**src/rtl/lane_fifo_pkg.sv**
```systemverilog
package lane_fifo_pkg;
  timeunit 1ns;
  timeprecision 1ps;

  localparam int unsigned LANES_DEF  = 4;
  localparam int unsigned LANE_W_DEF = 8;
  localparam int unsigned DEPTH_DEF  = 4;

  // Pointer width for a queue of a given depth (at least one bit).
  function automatic int unsigned ptr_w(input int unsigned depth);
    return (depth > 1) ? $clog2(depth) : 1;
  endfunction

  // Counter width able to hold 0..depth.
  function automatic int unsigned cnt_w(input int unsigned depth);
    return $clog2(depth + 1);
  endfunction
endpackage

```
**src/rtl/lane_fifo.sv**
```systemverilog
module lane_fifo
  import lane_fifo_pkg::*;
#(
  parameter int unsigned W     = LANE_W_DEF,
  parameter int unsigned DEPTH = DEPTH_DEF
) (
  input  logic         clk,
  input  logic         rst,
  input  logic         push,
  input  logic [W-1:0] din,
  input  logic         pop,
  output logic [W-1:0] dout,
  output logic         not_empty,
  output logic         ovf
);
  timeunit 1ns;
  timeprecision 1ps;

  localparam int unsigned PW = ptr_w(DEPTH);
  localparam int unsigned CW = cnt_w(DEPTH);
  localparam logic [PW-1:0] LAST = PW'(DEPTH - 1);

  logic [W-1:0]  mem [DEPTH];
  logic [PW-1:0] wptr, rptr;
  logic [CW-1:0] cnt;
  logic          full, take_in, take_out;

  // Fullness is judged on the count before this edge; a pop on the same edge does not make room.
  assign full     = (cnt == CW'(DEPTH));
  assign take_in  = push && !full;
  assign take_out = pop && (cnt != '0);

  always_ff @(posedge clk) begin
    if (take_in) mem[wptr] <= din;
  end

  always_ff @(posedge clk) begin
    if (rst) begin
      wptr <= '0;
      rptr <= '0;
      cnt  <= '0;
      ovf  <= 1'b0;
    end else begin
      if (take_in)  wptr <= (wptr == LAST) ? '0 : wptr + 1'b1;
      if (take_out) rptr <= (rptr == LAST) ? '0 : rptr + 1'b1;
      unique case ({take_in, take_out})
        2'b10:   cnt <= cnt + 1'b1;
        2'b01:   cnt <= cnt - 1'b1;
        default: cnt <= cnt;
      endcase
      if (push && full) ovf <= 1'b1;
    end
  end

  assign dout      = mem[rptr];
  assign not_empty = (cnt != '0);
endmodule

```
**src/rtl/wr_steer.sv**
```systemverilog
module wr_steer
  import lane_fifo_pkg::*;
#(
  parameter int unsigned LANES  = LANES_DEF,
  parameter int unsigned LANE_W = LANE_W_DEF
) (
  input  logic                          wr_en,
  input  logic [LANES-1:0]              wr_be,
  input  logic [LANES*LANE_W-1:0]       wr_data,
  output logic [LANES-1:0]              lane_push,
  output logic [LANES-1:0][LANE_W-1:0]  lane_din
);
  timeunit 1ns;
  timeprecision 1ps;

  for (genvar i = 0; i < LANES; i++) begin : g_lane
    assign lane_push[i] = wr_en && wr_be[i];
    assign lane_din[i]  = wr_data[i*LANE_W +: LANE_W];
  end
endmodule

```
**src/rtl/word_gate.sv**
```systemverilog
module word_gate #(
  parameter int unsigned LANES = 4
) (
  input  logic [LANES-1:0] lane_ne,
  input  logic             rd_ready,
  output logic             rd_valid,
  output logic             pop_all
);
  timeunit 1ns;
  timeprecision 1ps;

  // A word exists only when every lane holds a byte.
  assign rd_valid = &lane_ne;
  assign pop_all  = rd_valid && rd_ready;
endmodule

```
**src/rtl/lane_split_fifo.sv**
```systemverilog
module lane_split_fifo
  import lane_fifo_pkg::*;
#(
  parameter int unsigned LANES  = LANES_DEF,
  parameter int unsigned LANE_W = LANE_W_DEF,
  parameter int unsigned DEPTH  = DEPTH_DEF
) (
  input  logic                    clk,
  input  logic                    rst,
  input  logic                    wr_en,
  input  logic [LANES-1:0]        wr_be,
  input  logic [LANES*LANE_W-1:0] wr_data,
  output logic [LANES-1:0]        lane_ne,
  output logic [LANES-1:0]        lane_ovf,
  output logic                    lane0_ne,
  output logic                    rd_valid,
  input  logic                    rd_ready,
  output logic [LANES*LANE_W-1:0] rd_data
);
  timeunit 1ns;
  timeprecision 1ps;

  logic [LANES-1:0]             lane_push;
  logic [LANES-1:0][LANE_W-1:0] lane_din;
  logic [LANES-1:0][LANE_W-1:0] lane_head;
  logic                         pop_all;

  wr_steer #(.LANES(LANES), .LANE_W(LANE_W)) u_steer (
    .wr_en     (wr_en),
    .wr_be     (wr_be),
    .wr_data   (wr_data),
    .lane_push (lane_push),
    .lane_din  (lane_din)
  );

  for (genvar i = 0; i < LANES; i++) begin : g_lane
    lane_fifo #(.W(LANE_W), .DEPTH(DEPTH)) u_fifo (
      .clk       (clk),
      .rst       (rst),
      .push      (lane_push[i]),
      .din       (lane_din[i]),
      .pop       (pop_all),
      .dout      (lane_head[i]),
      .not_empty (lane_ne[i]),
      .ovf       (lane_ovf[i])
    );
    assign rd_data[i*LANE_W +: LANE_W] = lane_head[i];
  end

  word_gate #(.LANES(LANES)) u_gate (
    .lane_ne  (lane_ne),
    .rd_ready (rd_ready),
    .rd_valid (rd_valid),
    .pop_all  (pop_all)
  );

  // Single-lane status follows the least significant lane only.
  assign lane0_ne = lane_ne[0];
endmodule

```
**config.mk**
```make
export PLATFORM = sky130hd
export DESIGN_NAME = lane_split_fifo
export DESIGN_NICKNAME = d
export VERILOG_FILES = /design/src/rtl/lane_fifo_pkg.sv /design/src/rtl/lane_fifo.sv /design/src/rtl/wr_steer.sv /design/src/rtl/word_gate.sv /design/src/rtl/lane_split_fifo.sv
export SDC_FILE = /design/constraint.sdc
export NUM_CORES = 1
export LEC_CHECK = 0
export ABC_AREA = 1
export BUFFER_PORTS_ARGS = -buffer_cell sky130_fd_sc_hd__buf_2
export CAP_MARGIN = 40
export CORE_MARGIN = 2
export CORE_UTILIZATION = 55
export CTS_CLUSTER_SIZE = 16
export DETAILED_ROUTE_END_ITERATION = 8
export GPL_ROUTABILITY_DRIVEN = 0
export MAX_ROUTING_LAYER = met4
export PLACE_DENSITY = 0.87
export SLEW_MARGIN = 10
export SYNTH_ARGS = -nofsm -noshare
export SYNTH_HDL_FRONTEND = slang
export SYNTH_SLANG_ARGS = --single-unit
```
**constraint.sdc**
```tcl
create_clock -name clk -period 3.9 [get_ports clk]
set_input_delay 0.195 -clock clk [delete_from_list [all_inputs] [get_ports clk]]
set_output_delay 0.195 -clock clk [all_outputs]
set_load 0.01 [all_outputs]
```
==> results.tsv, run 1 <==
stage	metric	value	unit
sta	min_period	2420	ps
finish	area_growth	20.3	%
clock_network	cts_tree	yes	
sta	finalMaxSlewViolations	0	
logic_synthesis	ys_seq_elements	168	
power_and_ir_drop	power_switching	838	µW
sta	fin_crit_sh	0.621	
floorplan	io-pin-count	82	
drt	routed_wl	13300	µm
logic_synthesis	synthTopCellsByCount	edfxtp_1, nor2_1, o21ai_0	
power_and_ir_drop	leakage	3.20	nW
sta	finalWorstSetupSlack	1480	ps
global_route	grt_first_pass_wirelength	21100	µm
critical_path	path_class	reg -> reg	
power_and_ir_drop	total_power	3.90	mW
logic_synthesis	async_flop_share	0	
logic_synthesis	synth_flop_cell	edfxtp_1	
logic_synthesis	netlist.area_leader.share	0.559	
place	dp_hpwl	8260	µm
drt	drc	0	
place	placedCellCount	802	
logic_synthesis	synthDistinctLibCells	28	
global_route	grtUsageTotal	0.215	
power_and_ir_drop	p_int	3.07	mW
finish	finish.instance_area	8270	µm²
clock_network	cts_resized	0	
logic_synthesis	synth_area_per_cell	12.0	µm²
power_and_ir_drop	swShare	0.215	
critical_path	endpoint_kind	flop	
floorplan	die-area	13400	µm²
critical_path	cp.required	4210	ps
drt	vias	4603	
critical_path	crit_family	simple AND/OR/NAND/NOR gates	
finish	nets	754	
finish	regArea	4640	µm²
clock_network	cts_buffers	17	
logic_synthesis	ys_seq_area_frac	0.676	
finish	drive_gt1_frac	0.195	
critical_path	path_cells	nor2_2, nand2_2, nand2_4, nor2_8, nand2_4, inv_1, ha_1, inv_1, fa_1, a21oi_1, o21ai_0, o21ai_0, a21oi_1	
outcome	outcome	completed	
sta	final-setup-viol-count	0	
clock_network	clock_latency	430	ps
place	placed_area	7340	µm²
clock_network	htreeDepth	4	
logic_synthesis	synth_most_common_cell	edfxtp_1	
power_and_ir_drop	pwr-share-comb	0.057	
logic_synthesis	synth_top_area_cell	edfxtp_1	
place	place_ws	1570	ps
critical_path	critPathMaxStageDelay	440	ps
sta	rsz0062_at_grt	false	
global_route	antenna_found_initial	0	
sta	tns	0	ps
sta	tightest_slew	850	ps
drt	post_drt_wl_per_cell	15.3	µm
clock_network	cts.clk_slew.worst_paths	60	ps
global_route	grt_max_degree	29	
critical_path	worst-path-buf-inv	2	
drt	post_drt_via_cell_ratio	5.31	
place	io_buffers	81	
floorplan	start_util	0.567	
logic_synthesis	synth-edff-count	128	
critical_path	crit_arrival	2730	ps
hold_path	hold_class	in -> reg	
logic_synthesis	synthesis.area	6870	µm²
clock_network	cts-root-buf	clkbuf_16	
floorplan	fp.dieW	116	µm
logic_synthesis	synthTopCellsByArea	edfxtp_1, dfxtp_1, o21ai_0, nor2_1, ha_1	
finish	stdcell_count	867	
drt	drt-initial-drc-count	358	
finish	multiInputGateArea	1850	µm²
critical_path	cp_slowest_cell	fa_1	
floorplan	dieHeight	116	µm
drt	antenna_left	0	
sta	slew_headroom	0.431	
logic_synthesis	ys_warn_count	0	
flow_run	max-cap-violations	0	
power_and_ir_drop	pwr-share-clk	0.434	
floorplan	core_area	12100	µm²
finish	diodes	0	
sta	hold_viol	0	
power_and_ir_drop	irDropWorstVdd	291	µV
clock_network	clk_path_buf_depth	2	
logic_synthesis	synthCells	574	
drt	firstDrtPassIters	5	
finish	fillCellCount	838	
logic_synthesis	syn-num-nets	642	
power_and_ir_drop	pwr-share-seq	0.510	
critical_path	critPathMaxFanout	14	
critical_path	cp-start-kind	flop	
global_route	first_global_vias	4588	
global_route	grt_overflow	0	
clock_network	clkSinkCount	168	
floorplan	rows	40	
power_and_ir_drop	p_per_area	472	nW/µm²
sta	clock_skew	7.87	ps
sta	max_freq	413	MHz
==> stage by stage <==
stage,utilization,hold WS [ps]
CTS,0.682,28.5
global route,0.683,48.5
floorplan,-,267
detailed placement,0.606,411
finish,0.683,47.8
global placement,0.606,405
==> path summary, 6_finish.rpt <==
kind,start,to,slack (ps),cells after the start
setup / recovery,g_lane[3].u_fifo.cnt[0],g_lane[0].u_fifo.cnt[2],1480,13
hold reg to reg,g_lane[0].u_fifo.ovf,g_lane[0].u_fifo.ovf,460,1
setup reg to reg,g_lane[3].u_fifo.cnt[0],g_lane[0].u_fifo.cnt[2],1480,13
hold / removal,rst,g_lane[0].u_fifo.cnt[1],50,2
==> final cells by class <==
type                       instances  share of cell area
timing repair buffer             114              0.0887
multi-input combinational        324               0.224
clock buffer                      17              0.0515
clock inverter                    15              0.0212
sequential                       168               0.562
inverter                          61              0.0277
tap                              168              0.0254
==> sequential cells by signal, indices dropped and copies added (netlist names), named ones only <==
name                count
g_lane.u_fifo.rptr      8
g_lane.u_fifo.cnt      12
g_lane.u_fifo.ovf       4
g_lane.u_fifo.wptr      8
g_lane.u_fifo.mem     128
==> logic make-up (layout without fill, tap and decap cells) <==
logic type	Yosys count	count (layout)	synth area share
AOI/OAI and AO/OA	150	150	0.119
adders and majority gates	28	28	0.0554
buffers and inverters	82	207	0.0550
DFF	168	168	0.676
and+or+nand+nor	146	146	0.0949
==> cells in the final DEF (no fill, tap or decap) <==
cell type,count
clkinvlp_4,6
nor2_2,2
nand2_4,3
buf_4,1
buf_2,81
nor2_1,104
dfxtp_1,40
inv_1,56
a21oi_2,3
inv_2,4
nand3b_1,4
inv_6,3
nand3_2,4
nand2_2,4
clkbuf_16,17
edfxtp_1,128
nor2_8,1
fa_1,4
o21a_1,4
nand2_1,18
bufinv_16,3
or2_2,2
o21ai_0,83
o22ai_1,32
clkinv_2,2
clkinv_1,2
ha_1,24
a21oi_1,26
dlygate4sd3_1,32
nand3_1,4
a211oi_1,2
==> timing repair <==
item	in CTS	in global routing
hold endpoints to repair	128	0
buffers inserted	0	0
hold buffers	32	0
==> metal layers <==
layer	routed length, µm	GRT usage	vias to the layer above	part of all wire
li1	-	-	2230	-
met1	5410	0.248	2201	0.41
met2	6860	0.354	140	0.52
met3	688	0.0539	32	0.052
met4	336	0.100	0	0.025
met5	0	-	-	0
==> power groups by stage <==
stage               clock, mW  combinational, mW  sequential (mW)
finish                   1.69              0.222             1.99
global route             1.79              0.246             1.99
CTS                      1.71              0.222             1.99
detailed placement          0              0.195             2.03
global placement            0              0.184             2.02
floorplan                   0              0.121             2.02
Power figures use the tool's default switching activity.
==> run 2, diff against run 1 <==
clock period = 2.4 ns   (was 3.9 ns; I/O delays follow)
==> run 2 against run 1 <==
Die area unchanged. Largest power group unchanged. Largest cell class unchanged. Cell count increased by 1.7%. Via count increased by 1.1%. Critical path depth did not move. Sequential share of layout area decreased by 0.27 points.
==> results.tsv, run 2 (synthesized netlist as in run 1, its figures left out) <==
stage	metric	value	unit
finish	drive_gt1_frac	0.203	
sta	tightest_slew	842	ps
finish	nets	770	
critical_path	critPathMaxFanout	8	
global_route	grt_max_degree	29	
drt	antenna_left	0	
power_and_ir_drop	pwr-share-comb	0.063	
clock_network	clkSinkCount	168	
critical_path	critPathMaxStageDelay	450	ps
floorplan	start_util	0.567	
outcome	outcome	completed	
floorplan	core_area	12100	µm²
sta	clock_skew	7.37	ps
critical_path	cp-start-kind	flop	
clock_network	clk_path_buf_depth	2	
sta	min_period	2260	ps
flow_run	max-cap-violations	0	
floorplan	rows	40	
critical_path	worst-path-buf-inv	2	
finish	regMostFlops	g_lane.u_fifo.mem	
sta	fin_crit_sh	0.942	
power_and_ir_drop	swShare	0.211	
sta	final-setup-viol-count	0	
critical_path	crit_arrival	2560	ps
sta	max_freq	442	MHz
sta	finalMaxSlewViolations	0	
finish	most-common-layout-cells	edfxtp_1, nor2_1, o21ai_0, buf_2, inv_1	
clock_network	cts-root-buf	clkbuf_16	
critical_path	endpoint_kind	flop	
finish	diodes	0	
clock_network	clock_latency	420	ps
global_route	first_global_vias	4593	
sta	rsz0062_at_grt	false	
critical_path	path_class	reg -> reg	
finish	largest_reg_flops	128	
drt	drt-initial-drc-count	359	
power_and_ir_drop	pwr-share-clk	0.400	
sta	hold_viol	0	
place	io_buffers	81	
drt	post_drt_wl_per_cell	15.5	µm
clock_network	cts_buffers	17	
drt	drc	0	
clock_network	cts.clk_slew.worst_paths	60	ps
drt	firstDrtPassIters	5	
sta	tns	0	ps
drt	vias	4653	
global_route	grt_first_pass_wirelength	21500	µm
critical_path	crit_family	compound AO/OA/AOI/OAI gates	
floorplan	fp.dieW	116	µm
place	placedCellCount	818	
power_and_ir_drop	p_per_area	724	nW/µm²
finish	area_growth	20.9	%
power_and_ir_drop	p_int	4.75	mW
finish	stdcell_count	882	
power_and_ir_drop	pwr-share-seq	0.537	
power_and_ir_drop	irDropWorstVdd	455	µV
finish	reg_top3	g_lane.u_fifo.mem (128), g_lane.u_fifo.cnt (12)	
floorplan	die-area	13400	µm²
critical_path	cp_slowest_cell	fa_1	
global_route	grt_overflow	0	
floorplan	dieHeight	116	µm
finish	final_common_cell	edfxtp_1	
global_route	antenna_found_initial	0	
drt	post_drt_via_cell_ratio	5.28	
place	dp_hpwl	8790	µm
clock_network	cts_tree	yes	
sta	slew_headroom	0.437	
power_and_ir_drop	power_switching	1.27	mW
drt	routed_wl	13700	µm
clock_network	htreeDepth	4	
hold_path	hold_class	in -> reg	
critical_path	path_cells	nor2_2, nand2_2, nand2_4, nor2_8, nand2_4, inv_1, ha_1, inv_1, fa_1, a21oi_1, o21ai_1, o21ai_1, a21oi_1	
critical_path	cp.required	2700	ps
floorplan	io-pin-count	82	
finish	fillCellCount	867	
power_and_ir_drop	leakage	3.26	nW
global_route	grtUsageTotal	0.220	
[run 2: cell count changes in the layout (fill, tap and decap cells not counted), sizes merged, moves of 2 or more]
cell and delta:
buf +15, clkinv +6, clkinvlp -4, inv -3
bufinv -2, clkbuf +2
[run 2: path summary, 6_finish.rpt]
path | slack [ps] | from | endpoint | cells past startpoint
min reg2reg | 460 | g_lane[2].u_fifo.cnt[0] | g_lane[2].u_fifo.cnt[0] | 1
max reg2reg | 140 | g_lane[2].u_fifo.cnt[1] | g_lane[0].u_fifo.cnt[2] | 13
max | 140 | g_lane[2].u_fifo.cnt[1] | g_lane[0].u_fifo.cnt[2] | 13
min | 70 | wr_be[2] | g_lane[2].u_fifo.ovf | 4
[run 2: timing repair]
item                                   CTS  global route
resized for setup                        0             4
hold buffers                            33             0
setup buffers                            0             0
setup endpoints to repair                0             1
endpoints found under the hold margin  132             0
[run 2: worst register-to-register path, cell delays in order, from the launching register on]
cell	delay (ps)
dfxtp_1	370
nor2_2	60
nand2_2	90
nand2_4	70
nor2_8	110
nand2_4	80
inv_1	80
ha_1	130
inv_1	80
fa_1	450
a21oi_1	170
o21ai_1	130
o21ai_1	220
a21oi_1	90
[run 2: cell type report]
class	count	area, µm²	share of cell area
clock buffer	19	433	0.0521
sequential	168	4650	0.559
clock inverter	12	86.3	0.0104
multi-input combinational	324	1850	0.223
timing repair buffer	130	856	0.103
tap	168	210	0.0253
inverter	61	229	0.0276
[run 2: power groups by stage]
stage / clock network [mW] / registers (mW) / logic, mW
2_1_floorplan: 0 / 3.29 / 0.197
3_3_place_gp: 0 / 3.29 / 0.310
3_5_place_dp: 0 / 3.29 / 0.330
4_1_cts: 2.42 / 3.23 / 0.377
5_1_grt: 2.56 / 3.24 / 0.421
6_report: 2.41 / 3.23 / 0.378
[run 2: per-stage QoR]
| step | util | instance area, µm² | hold slack (ps) | setup WS (ps) | power [mW] |
|---|---|---|---|---|---|
| floorplan | - | 6870 | 192 | 418 | 3.48 |
| global placement | 0.616 | 7460 | 330 | 350 | 3.60 |
| detailed placement | 0.616 | 7460 | 338 | 114 | 3.62 |
| CTS | 0.686 | 8310 | 60.6 | 66.4 | 6.03 |
| global route | 0.686 | 8310 | 94.6 | 5.67 | 6.21 |
| finish | 0.686 | 8310 | 68.2 | 139 | 6.02 |
[run 2: per-layer routing]
layer  wire length, µm  track usage  vias to the layer above
met2              7140        0.368                      128
li1                  -            -                     2256
met5                 0            -                        -
met1              5650        0.254                     2246
met4               236       0.0881                        0
met3               638       0.0575                       23
==> run 3, diff against run 2 <==
HOLD_SLACK_MARGIN = 0.12   (was not set)
==> run 3 against run 2 <==
Total power is essentially flat. Sequential power is essentially flat. Global-route usage is essentially flat. Sequential share of layout area shrank 0.20 points. Critical path type unchanged. Core utilization grew 0.25 points. Count of clock-buffer cells in the layout is the same.
==> results.tsv, run 3 (synthesized netlist as in run 1, its figures left out) <==
stage	metric	value	unit
critical_path	critPathMaxFanout	8	
sta	finalMaxSlewViolations	0	
sta	hold_viol	0	
floorplan	core_area	12100	µm²
sta	slew_headroom	0.445	
hold_path	hold_class	in -> reg	
sta	final-setup-viol-count	0	
critical_path	path_class	reg -> reg	
sta	tns	0	ps
clock_network	cts_tree	yes	
clock_network	htreeDepth	4	
power_and_ir_drop	total_power	6.02	mW
flow_run	max-cap-violations	0	
finish	area_growth	21.4	%
floorplan	dieHeight	116	µm
floorplan	rows	40	
global_route	grt_max_degree	29	
finish	multiInputGateArea	1850	µm²
drt	post_drt_via_cell_ratio	5.26	
place	placed_area	7460	µm²
finish	most-common-layout-cells	edfxtp_1, nor2_1, o21ai_0, buf_2, inv_1	
clock_network	clkSinkCount	168	
floorplan	fp.dieW	116	µm
drt	antenna_left	0	
power_and_ir_drop	irDropWorstVdd	453	µV
floorplan	start_util	0.567	
drt	routed_wl	13700	µm
drt	post_drt_wl_per_cell	15.5	µm
clock_network	clk_path_buf_depth	2	
place	placedCellCount	818	
power_and_ir_drop	p_per_area	722	nW/µm²
place	dp_hpwl	8790	µm
drt	firstDrtPassIters	5	
critical_path	endpoint_kind	flop	
global_route	antenna_found_initial	0	
sta	tightest_slew	829	ps
drt	vias	4656	
sta	clock_skew	7.17	ps
global_route	first_global_vias	4613	
finish	regMostFlops	g_lane.u_fifo.mem	
critical_path	cp-start-kind	flop	
clock_network	cts_buffers	17	
place	io_buffers	81	
finish	largest_reg_flops	128	
floorplan	io-pin-count	82	
clock_network	cts.clk_slew.worst_paths	60	ps
floorplan	die-area	13400	µm²
power_and_ir_drop	leakage	3.27	nW
drt	drt-initial-drc-count	321	
global_route	grt_overflow	0	
finish	final_common_cell	edfxtp_1	
sta	min_period	2260	ps
finish	reg_top3	g_lane.u_fifo.mem (128), g_lane.u_fifo.cnt (12)	
finish	stdcell_count	885	
clock_network	clock_latency	420	ps
finish	diodes	0	
sta	rsz0062_at_grt	false	
finish	regArea	4650	µm²
finish	drive_gt1_frac	0.202	
global_route	grtUsageTotal	0.220	
drt	drc	0	
finish	nets	773	
sta	fin_crit_sh	0.944	
global_route	grt_first_pass_wirelength	21500	µm
finish	finish.instance_area	8340	µm²
sta	max_freq	442	MHz
clock_network	cts-root-buf	clkbuf_16	
finish	fillCellCount	858	
critical_path	cp.required	2700	ps
critical_path	crit_arrival	2560	ps
sta	whs	130	ps
clock_network	post_cts_buffers	0	
outcome	outcome	completed	
[run 3: cell types whose count changed in the layout (fill, tap and decap cells not counted)]
cell           delta
dlygate4sd3_1     +3
[run 3: final timing paths]
check                           from                       to  slack (ps)  depth (start not counted)
min                         wr_be[3]     g_lane[3].u_fifo.ovf         130                          4
max          g_lane[2].u_fifo.cnt[1]  g_lane[0].u_fifo.cnt[2]         140                         13
min reg2reg  g_lane[2].u_fifo.cnt[0]  g_lane[2].u_fifo.cnt[0]         460                          1
max reg2reg  g_lane[2].u_fifo.cnt[1]  g_lane[0].u_fifo.cnt[2]         140                         13
[run 3: through the flow]
stage | util | worst slack (ps)
floorplan | - | 418
global placement | 0.616 | 350
detailed placement | 0.616 | 114
CTS | 0.688 | 66.4
global route | 0.689 | 5.90
finish | 0.689 | 136
[run 3: timing repair]
item | CTS | global route
gates resized for setup | 0 | 4
endpoints found under the setup margin | 0 | 1
hold buffers | 36 | 0
endpoints found under the hold margin | 136 | 0
[run 3: layout make-up]
class | count | share of cell area
sequential | 168 | 0.557
inverter | 61 | 0.0275
multi-input combinational | 324 | 0.222
tap | 168 | 0.0252
clock buffer | 19 | 0.0519
timing repair buffer | 133 | 0.106
clock inverter | 12 | 0.0104
[run 3: critical path: stages (launching register included)]
cell and delay (ps):
dfxtp_1 370, nor2_2 60, nand2_2 90, nand2_4 70, nor2_8 110, nand2_4 80, inv_1 80, ha_1 130
inv_1 80, fa_1 450, a21oi_1 170, o21ai_1 130, o21ai_1 220, a21oi_1 90
[run 3: where the power goes]
part / leakage, nW / total [mW] / switching, mW / internal [mW]
Combinational: 1.53 / 0.383 / 0.225 / 0.157
Sequential: 1.49 / 3.23 / 0.0294 / 3.20
Clock: 0.248 / 2.41 / 1.01 / 1.39
[run 3: metal layers]
layer	track usage	share of wire
met1	0.252	0.41
met2	0.368	0.52
met3	0.0581	0.049
met4	0.0905	0.018
met5	-	0
